**config.mk**
```make
export PLATFORM = sky130hd
export DESIGN_NAME = isa14_exec
export DESIGN_NICKNAME = d
export VERILOG_FILES = /design/src/rtl/isa14_pkg.sv /design/src/rtl/isa14_decode.sv /design/src/rtl/isa14_alu.sv /design/src/rtl/isa14_exec.sv
export SDC_FILE = /design/constraint.sdc
export NUM_CORES = 1
export LEC_CHECK = 0
export ABC_CLOCK_PERIOD_IN_PS = 2200
export BUFFER_PORTS_ARGS = -buffer_cell sky130_fd_sc_hd__buf_2
export CAP_MARGIN = 20
export CORE_MARGIN = 2
export CORE_UTILIZATION = 60
export DETAILED_ROUTE_END_ITERATION = 6
export PLACE_DENSITY = 0.84
export SYNTH_ARGS = -nofsm -noshare
export SYNTH_HDL_FRONTEND = slang
export SYNTH_SLANG_ARGS = --single-unit
```
**constraint.sdc**
```tcl
create_clock -name clk -period 2.2 [get_ports clk]
set_input_delay 0.11 -clock clk [delete_from_list [all_inputs] [get_ports clk]]
set_output_delay 0.11 -clock clk [all_outputs]
set_load 0.01 [all_outputs]
```
**src/rtl/isa14_pkg.sv**
```systemverilog
package isa14_pkg;

  typedef enum logic [4:0] {
    OP_NOP, OP_ADD, OP_SUB, OP_AND, OP_IOR, OP_XOR, OP_COM, OP_INC,
    OP_DEC, OP_PASSA, OP_PASSW, OP_ZERO, OP_RLF, OP_RRF, OP_SWAP,
    OP_BCLR, OP_BSET
  } alu_op_e;

  typedef enum logic [1:0] {
    SK_NONE, SK_ZERO, SK_BITLO, SK_BITHI
  } skip_e;

  typedef struct packed {
    alu_op_e op;
    logic    use_lit;
    logic    wr_w;
    logic    wr_f;
    logic    upd_c;
    logic    upd_dc;
    logic    upd_z;
    skip_e   skip;
  } ctrl_t;

endpackage

```
**src/rtl/isa14_decode.sv**
```systemverilog
module isa14_decode
  import isa14_pkg::*;
#(
  parameter int IW = 14
) (
  input  logic [IW-1:0] instr,
  output ctrl_t         ctrl
);

  logic [5:0] opc;
  logic       dsel;

  assign opc  = instr[13:8];
  assign dsel = instr[7];

  // Fill in the common fields of a byte-group word whose target is picked by d.
  function automatic ctrl_t byte_op(alu_op_e op, logic d, logic uc, logic udc, logic uz, skip_e sk);
    ctrl_t c;
    c.op      = op;
    c.use_lit = 1'b0;
    c.wr_w    = ~d;
    c.wr_f    = d;
    c.upd_c   = uc;
    c.upd_dc  = udc;
    c.upd_z   = uz;
    c.skip    = sk;
    return c;
  endfunction

  function automatic ctrl_t lit_op(alu_op_e op, logic uc, logic udc, logic uz);
    ctrl_t c;
    c.op      = op;
    c.use_lit = 1'b1;
    c.wr_w    = 1'b1;
    c.wr_f    = 1'b0;
    c.upd_c   = uc;
    c.upd_dc  = udc;
    c.upd_z   = uz;
    c.skip    = SK_NONE;
    return c;
  endfunction

  always_comb begin
    ctrl = '{op: OP_NOP, use_lit: 1'b0, wr_w: 1'b0, wr_f: 1'b0,
             upd_c: 1'b0, upd_dc: 1'b0, upd_z: 1'b0, skip: SK_NONE};
    unique case (opc[5:4])
      2'b00: begin
        unique case (opc[3:0])
          4'b0000: if (dsel) ctrl = byte_op(OP_PASSW, 1'b1, 1'b0, 1'b0, 1'b0, SK_NONE);
          4'b0001: ctrl = byte_op(OP_ZERO, dsel, 1'b0, 1'b0, 1'b1, SK_NONE);
          4'b0010: ctrl = byte_op(OP_SUB,  dsel, 1'b1, 1'b1, 1'b1, SK_NONE);
          4'b0011: ctrl = byte_op(OP_DEC,  dsel, 1'b0, 1'b0, 1'b1, SK_NONE);
          4'b0100: ctrl = byte_op(OP_IOR,  dsel, 1'b0, 1'b0, 1'b1, SK_NONE);
          4'b0101: ctrl = byte_op(OP_AND,  dsel, 1'b0, 1'b0, 1'b1, SK_NONE);
          4'b0110: ctrl = byte_op(OP_XOR,  dsel, 1'b0, 1'b0, 1'b1, SK_NONE);
          4'b0111: ctrl = byte_op(OP_ADD,  dsel, 1'b1, 1'b1, 1'b1, SK_NONE);
          4'b1000: ctrl = byte_op(OP_PASSA, dsel, 1'b0, 1'b0, 1'b1, SK_NONE);
          4'b1001: ctrl = byte_op(OP_COM,  dsel, 1'b0, 1'b0, 1'b1, SK_NONE);
          4'b1010: ctrl = byte_op(OP_INC,  dsel, 1'b0, 1'b0, 1'b1, SK_NONE);
          4'b1011: ctrl = byte_op(OP_DEC,  dsel, 1'b0, 1'b0, 1'b0, SK_ZERO);
          4'b1100: ctrl = byte_op(OP_RRF,  dsel, 1'b1, 1'b0, 1'b0, SK_NONE);
          4'b1101: ctrl = byte_op(OP_RLF,  dsel, 1'b1, 1'b0, 1'b0, SK_NONE);
          4'b1110: ctrl = byte_op(OP_SWAP, dsel, 1'b0, 1'b0, 1'b0, SK_NONE);
          default: ctrl = byte_op(OP_INC,  dsel, 1'b0, 1'b0, 1'b0, SK_ZERO);
        endcase
      end
      2'b01: begin
        unique case (opc[3:2])
          2'b00:   ctrl = byte_op(OP_BCLR, 1'b1, 1'b0, 1'b0, 1'b0, SK_NONE);
          2'b01:   ctrl = byte_op(OP_BSET, 1'b1, 1'b0, 1'b0, 1'b0, SK_NONE);
          2'b10: begin
            ctrl.op   = OP_PASSA;
            ctrl.skip = SK_BITLO;
          end
          default: begin
            ctrl.op   = OP_PASSA;
            ctrl.skip = SK_BITHI;
          end
        endcase
      end
      2'b11: begin
        unique case (opc[3:2])
          2'b00: ctrl = lit_op(OP_PASSA, 1'b0, 1'b0, 1'b0);
          2'b10: begin
            unique case (opc[1:0])
              2'b00:   ctrl = lit_op(OP_IOR, 1'b0, 1'b0, 1'b1);
              2'b01:   ctrl = lit_op(OP_AND, 1'b0, 1'b0, 1'b1);
              2'b10:   ctrl = lit_op(OP_XOR, 1'b0, 1'b0, 1'b1);
              default: ;
            endcase
          end
          2'b11: ctrl = lit_op(opc[1] ? OP_ADD : OP_SUB, 1'b1, 1'b1, 1'b1);
          default: ;
        endcase
      end
      default: ;
    endcase
  end

endmodule

```
**src/rtl/isa14_alu.sv**
```systemverilog
module isa14_alu
  import isa14_pkg::*;
#(
  parameter int DW = 8,
  localparam int BW = $clog2(DW),
  localparam int HW = DW / 2
) (
  input  alu_op_e       op,
  input  logic [DW-1:0] a,
  input  logic [DW-1:0] w,
  input  logic [BW-1:0] bsel,
  input  logic          c_in,
  output logic [DW-1:0] res,
  output logic          c_out,
  output logic          dc_out,
  output logic          bit_val
);

  logic [DW:0]   sum;
  logic [HW:0]   nib;
  logic [DW-1:0] b_eff;
  logic          cin_eff;
  logic [DW-1:0] onehot;

  // Shared adder: subtraction uses the inverted W plus one.
  always_comb begin
    b_eff   = (op == OP_SUB) ? ~w : w;
    cin_eff = (op == OP_SUB);
    sum     = {1'b0, a} + {1'b0, b_eff} + {{DW{1'b0}}, cin_eff};
    nib     = {1'b0, a[HW-1:0]} + {1'b0, b_eff[HW-1:0]} + {{HW{1'b0}}, cin_eff};
  end

  assign onehot  = {{(DW-1){1'b0}}, 1'b1} << bsel;
  assign bit_val = a[bsel];

  always_comb begin
    res    = '0;
    c_out  = sum[DW];
    dc_out = nib[HW];
    unique case (op)
      OP_ADD, OP_SUB: res = sum[DW-1:0];
      OP_AND:   res = a & w;
      OP_IOR:   res = a | w;
      OP_XOR:   res = a ^ w;
      OP_COM:   res = ~a;
      OP_INC:   res = a + {{(DW-1){1'b0}}, 1'b1};
      OP_DEC:   res = a - {{(DW-1){1'b0}}, 1'b1};
      OP_PASSA: res = a;
      OP_PASSW: res = w;
      OP_ZERO:  res = '0;
      OP_RLF: begin
        res   = {a[DW-2:0], c_in};
        c_out = a[DW-1];
      end
      OP_RRF: begin
        res   = {c_in, a[DW-1:1]};
        c_out = a[0];
      end
      OP_SWAP:  res = {a[HW-1:0], a[DW-1:HW]};
      OP_BCLR:  res = a & ~onehot;
      OP_BSET:  res = a | onehot;
      default:  res = '0;
    endcase
  end

endmodule

```
**src/rtl/isa14_exec.sv**
```systemverilog
module isa14_exec
  import isa14_pkg::*;
#(
  parameter int              DW          = 8,
  parameter int              AW          = 7,
  parameter logic [AW-1:0]   STATUS_ADDR = 7'h03,
  parameter int              C_POS       = 0,
  parameter int              DC_POS      = 1,
  parameter int              Z_POS       = 2,
  localparam int             IW          = 14,
  localparam int             BW          = $clog2(DW)
) (
  input  logic          clk,
  input  logic          rst_n,
  input  logic          issue_i,
  input  logic [IW-1:0] instr_i,
  input  logic [DW-1:0] file_rd_i,
  input  logic [DW-1:0] w_i,
  input  logic          c_i,
  input  logic          dc_i,
  input  logic          z_i,
  output logic [DW-1:0] result_o,
  output logic          w_we_o,
  output logic          f_we_o,
  output logic [AW-1:0] f_addr_o,
  output logic          c_o,
  output logic          dc_o,
  output logic          z_o,
  output logic          skip_o
);

  ctrl_t         ctrl;
  logic [DW-1:0] opnd_a;
  logic [DW-1:0] alu_res;
  logic          alu_c, alu_dc, bit_val;
  logic          status_hit;
  logic [DW-1:0] res_nx;
  logic          c_nx, dc_nx, z_nx, skip_nx;
  logic          res_zero;

  isa14_decode #(.IW(IW)) u_dec (
    .instr (instr_i),
    .ctrl  (ctrl)
  );

  assign opnd_a = ctrl.use_lit ? instr_i[DW-1:0] : file_rd_i;

  isa14_alu #(.DW(DW)) u_alu (
    .op      (ctrl.op),
    .a       (opnd_a),
    .w       (w_i),
    .bsel    (instr_i[AW+BW-1:AW]),
    .c_in    (c_i),
    .res     (alu_res),
    .c_out   (alu_c),
    .dc_out  (alu_dc),
    .bit_val (bit_val)
  );

  assign res_zero   = (alu_res == '0);
  assign status_hit = ctrl.wr_f && (instr_i[AW-1:0] == STATUS_ADDR);

  // Flag selection and status-byte overlay.
  always_comb begin
    res_nx = alu_res;
    c_nx   = ctrl.upd_c  ? alu_c    : (status_hit ? alu_res[C_POS]  : c_i);
    dc_nx  = ctrl.upd_dc ? alu_dc   : (status_hit ? alu_res[DC_POS] : dc_i);
    z_nx   = ctrl.upd_z  ? res_zero : (status_hit ? alu_res[Z_POS]  : z_i);
    if (status_hit) begin
      res_nx[C_POS]  = c_nx;
      res_nx[DC_POS] = dc_nx;
      res_nx[Z_POS]  = z_nx;
    end
    unique case (ctrl.skip)
      SK_ZERO:  skip_nx = res_zero;
      SK_BITLO: skip_nx = ~bit_val;
      SK_BITHI: skip_nx = bit_val;
      default:  skip_nx = 1'b0;
    endcase
  end

  always_ff @(posedge clk or negedge rst_n) begin
    if (!rst_n) begin
      result_o <= '0;
      w_we_o   <= 1'b0;
      f_we_o   <= 1'b0;
      f_addr_o <= '0;
      c_o      <= 1'b0;
      dc_o     <= 1'b0;
      z_o      <= 1'b0;
      skip_o   <= 1'b0;
    end else begin
      w_we_o <= issue_i & ctrl.wr_w;
      f_we_o <= issue_i & ctrl.wr_f;
      skip_o <= issue_i & skip_nx;
      if (issue_i) begin
        result_o <= res_nx;
        f_addr_o <= instr_i[AW-1:0];
        c_o      <= c_nx;
        dc_o     <= dc_nx;
        z_o      <= z_nx;
      end
    end
  end

  // a result has one destination only.
  p_one_target_r2: assert property (@(posedge clk) disable iff (!rst_n)
    !(w_we_o && f_we_o));

  // an idle cycle produces no action and holds the flags.
  p_idle_quiet_r14: assert property (@(posedge clk) disable iff (!rst_n)
    !issue_i |=> (!w_we_o && !f_we_o && !skip_o && $stable({c_o, dc_o, z_o})));

  // both clear forms leave Z set.
  p_clear_sets_z_r11: assert property (@(posedge clk) disable iff (!rst_n)
    (issue_i && instr_i[13:8] == 6'b000001) |=> z_o);

  // bit tests never write.
  p_test_no_write_r9: assert property (@(posedge clk) disable iff (!rst_n)
    (issue_i && instr_i[13:11] == 3'b011) |=> (!w_we_o && !f_we_o));

  // the branch group does nothing and passes the flags through.
  p_branch_nop_r13: assert property (@(posedge clk) disable iff (!rst_n)
    (issue_i && instr_i[13:12] == 2'b10) |=>
      (!w_we_o && !f_we_o && !skip_o &&
       c_o == $past(c_i) && dc_o == $past(dc_i) && z_o == $past(z_i)));

endmodule

```
==> results.yml, run 1 <==
synth:
  synth.area.top_cells: "dfrtp_1, ha_1, nor2_1"
  ys_types: 88
  seq_area_frac_synth_pct: 13.5
  syn_nets: 561
  synth_top_family_by_area: "compound AO/OA/AOI/OAI gates"
  avgSynthCellArea_sq_um: 7.71
  synth_largest_area_cell: "dfrtp_1"
  yosys.cell_count.top_type: "nor2_1"
  synth_async_sr_flop_share_pct: 100
  yosys.area_share.adder_pct: 7.48
  synth-edff-count: 0
  netlist.area_leader.share_pct: 13.5
  synth_compound_area_share_pct: 35.8
  synth-simple-area-share_pct: 25.9
  ys.flop_type: "dfrtp_1"
  netlist_area_sq_mm: 0.00388
  yosys_warnings: 0
  synthXorXnorAreaFrac_pct: 4.51
  synthesis.instances: 503
  yosys_register_bits: 21
  synth.mux.area_fraction_pct: 7.51
  yosys-top-cells-count: "nor2_1, nand2_1, o21ai_0"
status:
  haltStage: "global routing"
  error_line: "[ERROR GRT-0116] Global routing finished with congestion. Check the congestion regions in the DRC Viewer."
  status: "aborted with a tool error"
grt:
  grt_usage_pct: 82.7
  grt_max_degree: 24
  grt_pass1_wl_microns: 45800
  overflow: 77
  grt_pass1_vias: 7827
clock_tree:
  root_buffer: "clkbuf_8"
  h-tree-depth: 1
  cts.sinks: 21
  ctsLongestPathBuffers: 2
  numCtsBuffers: 3
die:
  io_pins: 57
  num_rows: 29
  die_y_microns: 84.4
  initial_core_util_pct: 61.5
  die_w_microns: 84.4
placement:
  gp_congestion: 1.25
  portBuffers: 56
  dpl.hpwl_microns: 15700
  dp_slack_ns: -2.60
==> cell families after synthesis <==
| family | after synthesis |
|---|---|
| buffers and inverters | 48 |
| AO/OA/AOI/OAI | 183 |
| adder cells (fa/ha/maj) | 22 |
| AND/OR/NAND/NOR | 185 |
| multiplexers | 24 |
| XOR/XNOR | 20 |
| flip-flops | 21 |
==> timing repair <==
action	in CTS
hold buffers	1
pin swaps	31
buffers inserted	15
gates resized for setup	50
endpoints found under the hold margin	21
endpoints found under the setup margin	12
==> metrics by stage <==
step / std cells / TNS [ns] / hold slack [ns] / area, sq um
2_1_floorplan: 503 / -21.83 / -0.186 / 4010
3_3_place_gp: 787 / -24.07 / 0.0724 / 5630
3_5_place_dp: 787 / -27.42 / 0.0948 / 5630
4_1_cts: 806 / -20.95 / 0.131 / 6030
==> metal layers <==
metal | overflow | global-route usage, %
met5 | 0 | 21.0
met1 | 1 | 81.7
met3 | 4 | 70.5
met4 | 39 | 86.4
met2 | 33 | 97.3
==> run 2: changes to the inputs <==
--- a/config.mk
+++ b/config.mk
@@ -9,9 +9,9 @@
 export BUFFER_PORTS_ARGS = -buffer_cell sky130_fd_sc_hd__buf_2
 export CAP_MARGIN = 20
 export CORE_MARGIN = 2
-export CORE_UTILIZATION = 60
+export CORE_UTILIZATION = 40
 export DETAILED_ROUTE_END_ITERATION = 6
-export PLACE_DENSITY = 0.84
+export PLACE_DENSITY_LB_ADDON = 0.15
 export SYNTH_ARGS = -nofsm -noshare
 export SYNTH_HDL_FRONTEND = slang
 export SYNTH_SLANG_ARGS = --single-unit
==> results.yml, run 2 <==
synth:
  synth_largest_area_cell: "dfrtp_1"
  synth_async_sr_flop_share_pct: 100
  synth-edff-count: 0
  netlist.area_leader.share_pct: 13.5
  ys.flop_type: "dfrtp_1"
  synth.area.top_cells: "dfrtp_1, ha_1, nor2_1"
  avgSynthCellArea_sq_um: 7.71
  ys_types: 88
  yosys.cell_count.top_type: "nor2_1"
  yosys_register_bits: 21
  yosys-top-cells-count: "nor2_1, nand2_1, o21ai_0"
  seq_area_frac_synth_pct: 13.5
  syn_nets: 561
  yosys_warnings: 0
  netlist_area_sq_mm: 0.00388
  synthesis.instances: 503
sta:
  period_needed_ns: 4.31
  setup_slack_ns: -2.11
  slew_headroom_pct: 64.5
  fin_crit_sh_pct: 196
  fin_skew_ns: 0
  rsz0062_at_grt: "true"
  hold_violations: 0
  slew_viol_final: 0
  setup_viol: 12
  max_freq_mhz: 232
  worst_hold_slack_ns: 0.123
  worst-slew-pin-transition_ns: 0.531
placement:
  gp_congestion: 1.04
  portBuffers: 56
  dp_slack_ns: -2.55
  dpl.hpwl_microns: 14500
  placedCellCount: 860
clock_tree:
  cts.sinks: 21
  tritoncts: "done"
  clock_latency_ns: 0.26
  root_buffer: "clkbuf_8"
  h-tree-depth: 1
  numCtsBuffers: 3
  clk_pin_slew_ns: 0.08
  ctsLongestPathBuffers: 2
final_layout:
  largest_register_ffs: 8
  final_cell_mix: "buf_4, buf_2, nor2_1, nand2_1, o21ai_0"
  top_regs: "result_o x8, f_addr_o x7"
  fin_nets: 810
  largest-register: "result_o"
  layout-drive-gt1-share_pct: 49.1
  syn2layout_area_growth_pct: 61.6
  instances_no_fill: 880
  n_antenna_cell: 0
  final_common_cell: "buf_4"
status:
  status: "complete, but fails checks"
  violations: "setup timing"
critical_path:
  end_kind: "register"
  rr_startpoint: "result_o[1]"
  r2r-end: "result_o[1]"
  regToRegSetupSlack_ns: 1.43
  crit_arrival_ns: 4.48
  criticalPathCategory: "input pin to register"
  start_kind: "input pin"
  cp.required_ns: 2.37
  critPathMaxFanout: 5
  reg2reg_depth: 1
power_and_ir_drop:
  power_leakage_nw: 2.80
  ir_worst_vdd_mv: 0.637
  power.total_mw: 2.93
  powerDensity_mw_per_mm2: 467
flow_run:
  cap_violations: 0
grt:
  grt_pass1_wl_microns: 28400
  antenna_found_initial: 0
  overflow: 0
  grt_usage_pct: 34.8
  grt_max_degree: 24
  grt_pass1_vias: 5393
routing:
  drc: 0
  vias: 5392
  ant_nets: 0
  drt_iter0_drc: 598
  finalWirelength_microns: 18000
  first_pass_iters: 5
  wl_per_cell_microns: 20.5
  detail_route.vias_per_cell: 6.13
die:
  io_pins: 57
  num_rows: 35
  core_sq_mm: 0.00933
  die-area_sq_mm: 0.0105
  die_w_microns: 102
  die_y_microns: 102
  initial_core_util_pct: 41.6
hold_path:
  holdPathEnd: "f_addr_o[0]"
  worstHoldStart: "instr_i[0]"
  holdPathStages: 2
  hp-class: "input pin to register"
-- run 2: cell counts after synthesis --
Identical to the previous run, type by type.
-- run 2: through the flow --
| stage | area (sq um) | setup TNS, ns | utilization, % |
|---|---|---|---|
| after CTS | 6140 | -21.01 | 65.9 |
| after global placement | 5830 | -25.54 | 62.5 |
| after detailed placement | 5830 | -26.81 | 62.5 |
| final | 6270 | -21.67 | 67.2 |
| after global routing | 6270 | -23.29 | 67.2 |
| after floorplan | 4010 | -21.83 | - |
-- run 2: worst max-delay path: stages --
cell and delay [ns]:
buf_12 0.10, clkinv_8 0.05, ha_4 0.15, or3_4 0.34
mux4_2 0.52, a2111o_1 0.45, nor2_4 0.18, nand2_4 0.10
xnor2_2 0.23, inv_2 0.06, fa_2 0.37, nor2b_1 0.14
o21ai_1 0.07, nand2b_1 0.19, a31oi_4 0.14, xnor2_2 0.15
a311oi_1 0.27, nand4_1 0.19, nor4b_2 0.28, nand4_1 0.19
o221ai_1 0.18
-- run 2: worst max-delay path by stage --
| stage | cells after the start | end | from |
|---|---|---|---|
| 6_report | 21 | z_o | instr_i[9] |
| 5_1_grt | 21 | z_o | instr_i[9] |
| 4_1_cts | 21 | z_o | instr_i[9] |
| 3_5_place_dp | 19 | z_o | instr_i[9] |
| 3_3_place_gp | 19 | result_o[7] | instr_i[8] |
| 2_1_floorplan | 20 | z_o | instr_i[8] |
-- run 2: timing repair --
action,4_1_cts,5_1_grt
pin swaps,36,26
gates cloned,0,0
setup endpoints to repair,12,12
buffers inserted,12,6
resized for setup,42,17
hold buffers,1,0
hold endpoints to repair,21,0
-- run 2: kinds of logic after synthesis --
| kind of cell | share of synthesized area [%] |
|---|---|
| and+or+nand+nor | 25.9 |
| AOI/OAI and AO/OA | 35.8 |
| buffers and inverters | 5.29 |
| muxes | 7.51 |
| adders and majority gates | 7.48 |
| DFF | 13.5 |
| xor gates and xnor gates | 4.51 |
-- run 2: final cells by class --
type / instances / area (sq um)
Inverter: 19 / 88.8
Clock buffer: 3 / 41.3
Clock inverter: 1 / 5.00
Multi-Input combinational cell: 434 / 3500
Tap cell: 129 / 161
Fill cell: 822 / 3060
Timing Repair Buffer: 273 / 1950
Sequential cell: 21 / 526
-- run 2: routing by layer --
layer	GRT usage (%)	vias to the layer above	wire length [microns]
met5	0	-	0
li1	-	2468	-
met2	57.4	312	8230
met4	12.6	0	737
met1	45.2	2542	7270
met3	7.12	70	1760
-- run 2: power breakdown --
part	internal, mW	leakage [nW]	switching, mW
logic	1.06	2.52	1.13
clock network	0.126	0.0255	0.125
registers	0.448	0.253	0.0329
total	1.64	2.80	1.29
No activity file was read; power rests on OpenSTA's default activity.
==> run 3: changes to the inputs <==
--- a/config.mk
+++ b/config.mk
@@ -8,10 +8,10 @@
 export ABC_CLOCK_PERIOD_IN_PS = 2200
 export BUFFER_PORTS_ARGS = -buffer_cell sky130_fd_sc_hd__buf_2
 export CAP_MARGIN = 20
-export CORE_MARGIN = 2
 export CORE_UTILIZATION = 40
 export DETAILED_ROUTE_END_ITERATION = 6
 export PLACE_DENSITY_LB_ADDON = 0.15
 export SYNTH_ARGS = -nofsm -noshare
 export SYNTH_HDL_FRONTEND = slang
+export SYNTH_HIERARCHICAL = 1
 export SYNTH_SLANG_ARGS = --single-unit
==> constraint.sdc (replaced) <==
create_clock -name clk -period 2.2 [get_ports clk]
set_input_delay 0.44 -clock clk [delete_from_list [all_inputs] [get_ports clk]]
set_output_delay 0.44 -clock clk [all_outputs]
set_load 0.01 [all_outputs]
==> results.yml, run 3 <==
final_layout:
  fin_util_pct: 65.9
  layout-drive-gt1-share_pct: 47.9
  largest_register_ffs: 8
  n_antenna_cell: 0
  top_regs: "result_o x8, f_addr_o x7"
  fin_nets: 666
  largest-register: "result_o"
  syn2layout_area_growth_pct: 56.3
  final_common_cell: "buf_4"
  final_cell_mix: "buf_4, buf_2, nand2_1, nor2_1, a21oi_1"
hold_path:
  hp-class: "input pin to async pin"
routing:
  ant_nets: 0
  detail_route.vias_per_cell: 5.80
  wl_per_cell_microns: 17.5
  drc: 0
  met3_length_microns: 668
  met2_length_microns: 5900
  dr.max_layer_used: "met4"
  finalWirelength_microns: 12500
  first_pass_iters: 5
  wl_met1_microns: 5480
  vias: 4122
  drt_iter0_drc: 244
clock_tree:
  root_buffer: "clkbuf_8"
  numCtsBuffers: 3
  tritoncts: "done"
  h-tree-depth: 1
  ctsLongestPathBuffers: 2
  clock_latency_ns: 0.26
  clk_pin_slew_ns: 0.08
  cts.sinks: 21
sta:
  slew_headroom_pct: 55.3
  fin_skew_ns: 0
  rsz0062_at_grt: "true"
  max_freq_mhz: 233
  setup_viol: 12
  period_needed_ns: 4.30
  worst-slew-pin-transition_ns: 0.665
  hold_violations: 0
  slew_viol_final: 0
  setup_slack_ns: -2.10
  fin_crit_sh_pct: 195
power_and_ir_drop:
  powerDensity_mw_per_mm2: 446
  power.total_mw: 2.30
  power_leakage_nw: 2.33
  ir_worst_vdd_mv: 0.269
grt:
  grt_pass1_vias: 3950
  grt_max_degree: 31
  grt_usage_pct: 29.3
  overflow: 0
  grt_pass1_wl_microns: 20100
  antenna_found_initial: 0
synth:
  synth_async_sr_flop_share_pct: 100
  yosys_register_bits: 21
  ys.flop_type: "dfrtp_1"
  yosys-top-cells-count: "a21oi_1, nand2_1, nor2_1"
  ys_types: 71
  avgSynthCellArea_sq_um: 7.77
  synth.area.top_cells: "dfrtp_1, mux2_2, ha_1"
  seq_area_frac_synth_pct: 15.9
  syn_nets: 482
  synth_largest_area_cell: "dfrtp_1"
  netlist_area_sq_mm: 0.00331
  synth-edff-count: 0
  yosys.cell_count.top_type: "a21oi_1"
  synthesis.instances: 426
  netlist.area_leader.share_pct: 15.9
  yosys_warnings: 6
critical_path:
  path_buf_inv: 3
  cpMaxStageDelayCell: "or4_4"
  start_kind: "input pin"
  cp.required_ns: 2.39
  critPathMaxFanout: 10
  critical_path.max_stage_delay_ns: 0.51
  crit_family: "simple AND/OR/NAND/NOR gates"
  criticalPathCategory: "input pin to register"
  path_common_cell: "buf_6"
  crit_arrival_ns: 4.49
  path_cells: "buf_12 -> buf_6 -> ha_1 -> o41ai_1 -> a221o_2 -> a32o_1 -> or3_4 -> or2_4 -> buf_6 -> xnor2_4 -> ha_4 -> a21oi_4 -> a21oi_2 -> a211oi_2 -> o31ai_2 -> xnor2_1 -> o221ai_2 -> or4_4 -> nor2_4 -> nand3b_1 -> a21boi_1"
  end_kind: "register"
flow_run:
  cap_violations: 0
placement:
  gp_congestion: 0.988
  dp_slack_ns: -2.58
  portBuffers: 56
  dpl.hpwl_microns: 9860
die:
  core_sq_mm: 0.00785
  die_y_microns: 92.9
  num_rows: 32
  die_w_microns: 92.9
  io_pins: 57
  initial_core_util_pct: 42.2
  die-area_sq_mm: 0.00864
status:
  violations: "setup timing"
  status: "complete, but fails checks"
## run 3: cell types whose count changed after synthesis, moves of 5 or more
cell      change
o21ai_0       -7
a211oi_1      -7
o21a_1        -6
nand2_1       +6
o211ai_1     -13
mux2_2       +10
buf_2         -5
nor2_1       -13
nand2b_1      +9
a21oi_1      +18
nor3_1        -5
## run 3: routing by layer
layer / global-route usage, % / up-vias
li1: - / 1980
met1: 39.5 / 1942
met2: 49.0 / 169
met3: 2.05 / 31
met4: 10.5 / 0
met5: 0 / -
## run 3: final timing paths
kind | from | end | slack (ns) | cells past startpoint
worst min-delay path | rst_n | result_o[6] | 0.12 | 1
worst max register to register | z_o | z_o | 1.33 | 3
min in group clk | dc_i | dc_o | 0.47 | 3
worst max-delay path | instr_i[9] | skip_o | -2.10 | 21
worst min register to register | c_o | c_o | 0.50 | 2
max in group asynchronous | rst_n | result_o[2] | 1.77 | 1
## run 3: logic make-up (layout without fill, tap and decap cells)
logic type	Yosys count	in the layout	synth area share (%)
buf+inv	40	223	6.32
fa+ha+maj	20	20	8.02
flops	21	21	15.9
compound gates	138	138	28.8
xor+xnor	21	21	5.56
simple gates	154	154	24.2
mux	32	32	11.2
## run 3: metrics by stage
stage	cell area [sq um]	hold WS, ns	TNS (ns)	instances
after floorplan	3440	0.144	-22.99	426
after global placement	4700	0.414	-25.70	693
after detailed placement	4700	0.426	-26.62	693
after CTS	4990	0.138	-20.42	706
after global routing	5170	0.159	-22.90	711
final	5170	0.119	-20.93	711
## run 3: timing repair
| action | 4_1_cts | 5_1_grt |
|---|---|---|
| setup endpoints to repair | 12 | 12 |
| buffers inserted | 9 | 6 |
| pin swaps | 28 | 22 |
| gates resized for setup | 33 | 21 |
| hold buffers | 0 | 0 |
## run 3: power by group
part | switching [mW] | internal [mW] | leakage [nW]
combinational | 0.764 | 0.804 | 2.05
clock | 0.127 | 0.126 | 0.0255
sequential | 0.0337 | 0.450 | 0.254
## run 3: area by class of cell
class | count | area, sq um
sequential | 21 | 526
tap | 102 | 128
timing repair buffer | 207 | 1480
clock inverter | 1 | 5.00
multi-input combinational | 365 | 2940
clock buffer | 3 | 41.3
fill | 679 | 2680
inverter | 12 | 57.6
==> run 4: changes to the inputs <==
--- a/config.mk
+++ b/config.mk
@@ -13,5 +13,4 @@
 export PLACE_DENSITY_LB_ADDON = 0.15
 export SYNTH_ARGS = -nofsm -noshare
 export SYNTH_HDL_FRONTEND = slang
-export SYNTH_HIERARCHICAL = 1
 export SYNTH_SLANG_ARGS = --single-unit
==> results.yml, run 4 (synthesized netlist as in run 2, its figures left out) <==
grt:
  grt_pass1_wl_microns: 27700
  grt_max_degree: 24
  grt_usage_pct: 35.5
  antenna_found_initial: 0
  grt_pass1_vias: 5307
  overflow: 0
placement:
  placedCellCount: 862
  gp_congestion: 1.04
  dp_slack_ns: -2.84
  dpl.hpwl_microns: 14500
  portBuffers: 56
final_layout:
  instances_no_fill: 882
  largest-register: "result_o"
  syn2layout_area_growth_pct: 59.9
  fillCellCount: 844
  multi_input_area_sq_mm: 0.00341
  largest_register_ffs: 8
  layout-drive-gt1-share_pct: 47.9
  final_common_cell: "buf_4"
  fin_nets: 812
  n_antenna_cell: 0
  top_regs: "result_o x8, f_addr_o x7"
  regArea_sq_um: 526
  fin_util_pct: 66.5
  final_cell_mix: "buf_4, buf_2, nor2_1, nand2_1, o21ai_0"
routing:
  vias: 5416
  first_pass_iters: 5
  detail_route.vias_per_cell: 6.14
  drt_iter0_drc: 582
  ant_nets: 0
  wl_per_cell_microns: 20.2
  drc: 0
  finalWirelength_microns: 17800
critical_path:
  rr_startpoint: "result_o[1]"
  criticalPathCategory: "input pin to register"
  end_kind: "register"
  regToRegSetupSlack_ns: 1.43
  start_kind: "input pin"
  r2r-end: "result_o[1]"
  critPathMaxFanout: 6
  crit_arrival_ns: 4.75
  cp.required_ns: 2.38
  reg2reg_depth: 1
power_and_ir_drop:
  combinationalPowerShare_pct: 74.3
  powerDensity_mw_per_mm2: 464
  ir_worst_vdd_mv: 0.465
  power_frac_seq_pct: 16.8
  clock_power_share_pct: 8.9
  power_switching_mw: 1.26
  power_leakage_nw: 2.78
  swShare_pct: 43.9
  p_int_mw: 1.62
clock_tree:
  h-tree-depth: 1
  root_buffer: "clkbuf_8"
  clock_latency_ns: 0.26
  clk_pin_slew_ns: 0.08
  ctsLongestPathBuffers: 2
  cts.sinks: 21
  tritoncts: "done"
  numCtsBuffers: 3
hold_path:
  hp-class: "input pin to async pin"
sta:
  slew_headroom_pct: 47.7
  fin_crit_sh_pct: 208
  fin_skew_ns: 0
  slew_viol_final: 0
  period_needed_ns: 4.57
  setup_viol: 12
  rsz0062_at_grt: "true"
  max_freq_mhz: 219
  hold_violations: 0
  setup_slack_ns: -2.37
  worst-slew-pin-transition_ns: 0.774
die:
  num_rows: 35
  die-area_sq_mm: 0.0101
  die_w_microns: 100
  die_y_microns: 100
  io_pins: 57
  initial_core_util_pct: 41.6
  core_sq_mm: 0.00933
status:
  violations: "setup timing"
  status: "complete, but fails checks"
flow_run:
  cap_violations: 0
-- run 4: changes by cell type in the layout (fill, tap and decap cells not counted), moves of 6 or more --
cell	before	now
buf_4	142	216
o21ai_0	12	24
a21oi_1	29	17
nand2b_1	13	5
xnor2_1	9	16
buf_6	9	1
a211oi_1	4	10
mux2_2	21	10
nor2_1	33	45
o211ai_1	2	15
nand2_1	36	29
a21oi_2	8	2
-- run 4: area by class of cell --
cell class	instances	share of cell area, %
well taps	129	2.60
clock inverters	1	0.0807
flip-flops and latches	21	8.47
clock buffers	3	0.665
multi-input cells	434	54.9
repair buffers	275	31.9
inverters	19	1.39
-- run 4: how the worst max path moves through the flow --
stage               start  endpoint  slack (ns)  cells after the start
3_5_place_dp   instr_i[9]       z_o       -2.84                     21
4_1_cts        instr_i[8]       z_o       -2.40                     22
6_report       instr_i[8]       z_o       -2.37                     22
2_1_floorplan  instr_i[8]       z_o       -2.44                     20
3_3_place_gp   instr_i[9]       z_o       -2.67                     21
5_1_grt        instr_i[9]       z_o       -2.50                     22
-- run 4: metal layers --
layer / routed length (microns) / global-route usage (%) / up-vias
met4: 651 / 12.8 / 0
met1: 7480 / 48.4 / 2565
met2: 8060 / 57.1 / 311
met5: 0 / 0 / -
met3: 1650 / 5.13 / 68
li1: - / - / 2472
-- run 4: critical path, stage by stage --
cell and delay, ns:
buf_8 0.10, inv_4 0.05, ha_4 0.15, or3_1 0.37, mux4_2 0.54, a32o_2 0.28, a211o_4 0.32, o21a_4 0.23
nor2_4 0.12, buf_12 0.14, buf_4 0.12, ha_4 0.13, or2_4 0.13, a21oi_4 0.06, a311oi_2 0.29, nor4_1 0.08
a311oi_1 0.26, mux2_2 0.38, a211oi_2 0.16, buf_4 0.17, nand3b_1 0.08, o221ai_1 0.17
-- run 4: power groups by stage --
stage | clock (mW) | combinational (mW) | sequential, mW
3_5_place_dp | 0 | 1.92 | 0.488
5_1_grt | 0.270 | 2.27 | 0.489
2_1_floorplan | 0 | 0.965 | 0.517
4_1_cts | 0.263 | 2.01 | 0.483
6_report | 0.255 | 2.14 | 0.484
3_3_place_gp | 0 | 1.90 | 0.487
-- run 4: stage by stage --
| stage | power, mW | hold WS (ns) | TNS [ns] | area, sq um |
|---|---|---|---|---|
| detailed placement | 2.40 | 0.421 | -30.71 | 5860 |
| global route | 3.03 | 0.161 | -27.00 | 6200 |
| CTS | 2.76 | 0.129 | -25.30 | 6060 |
| global placement | 2.38 | 0.414 | -28.98 | 5860 |
| floorplan | 1.48 | 0.144 | -25.79 | 4010 |
| finish | 2.88 | 0.121 | -25.19 | 6200 |
-- run 4: repair_timing --
action	4_1_cts	5_1_grt
resized for setup	23	16
pin swaps	17	23
buffers inserted	8	8
endpoints found under the setup margin	12	12
hold buffers	0	0
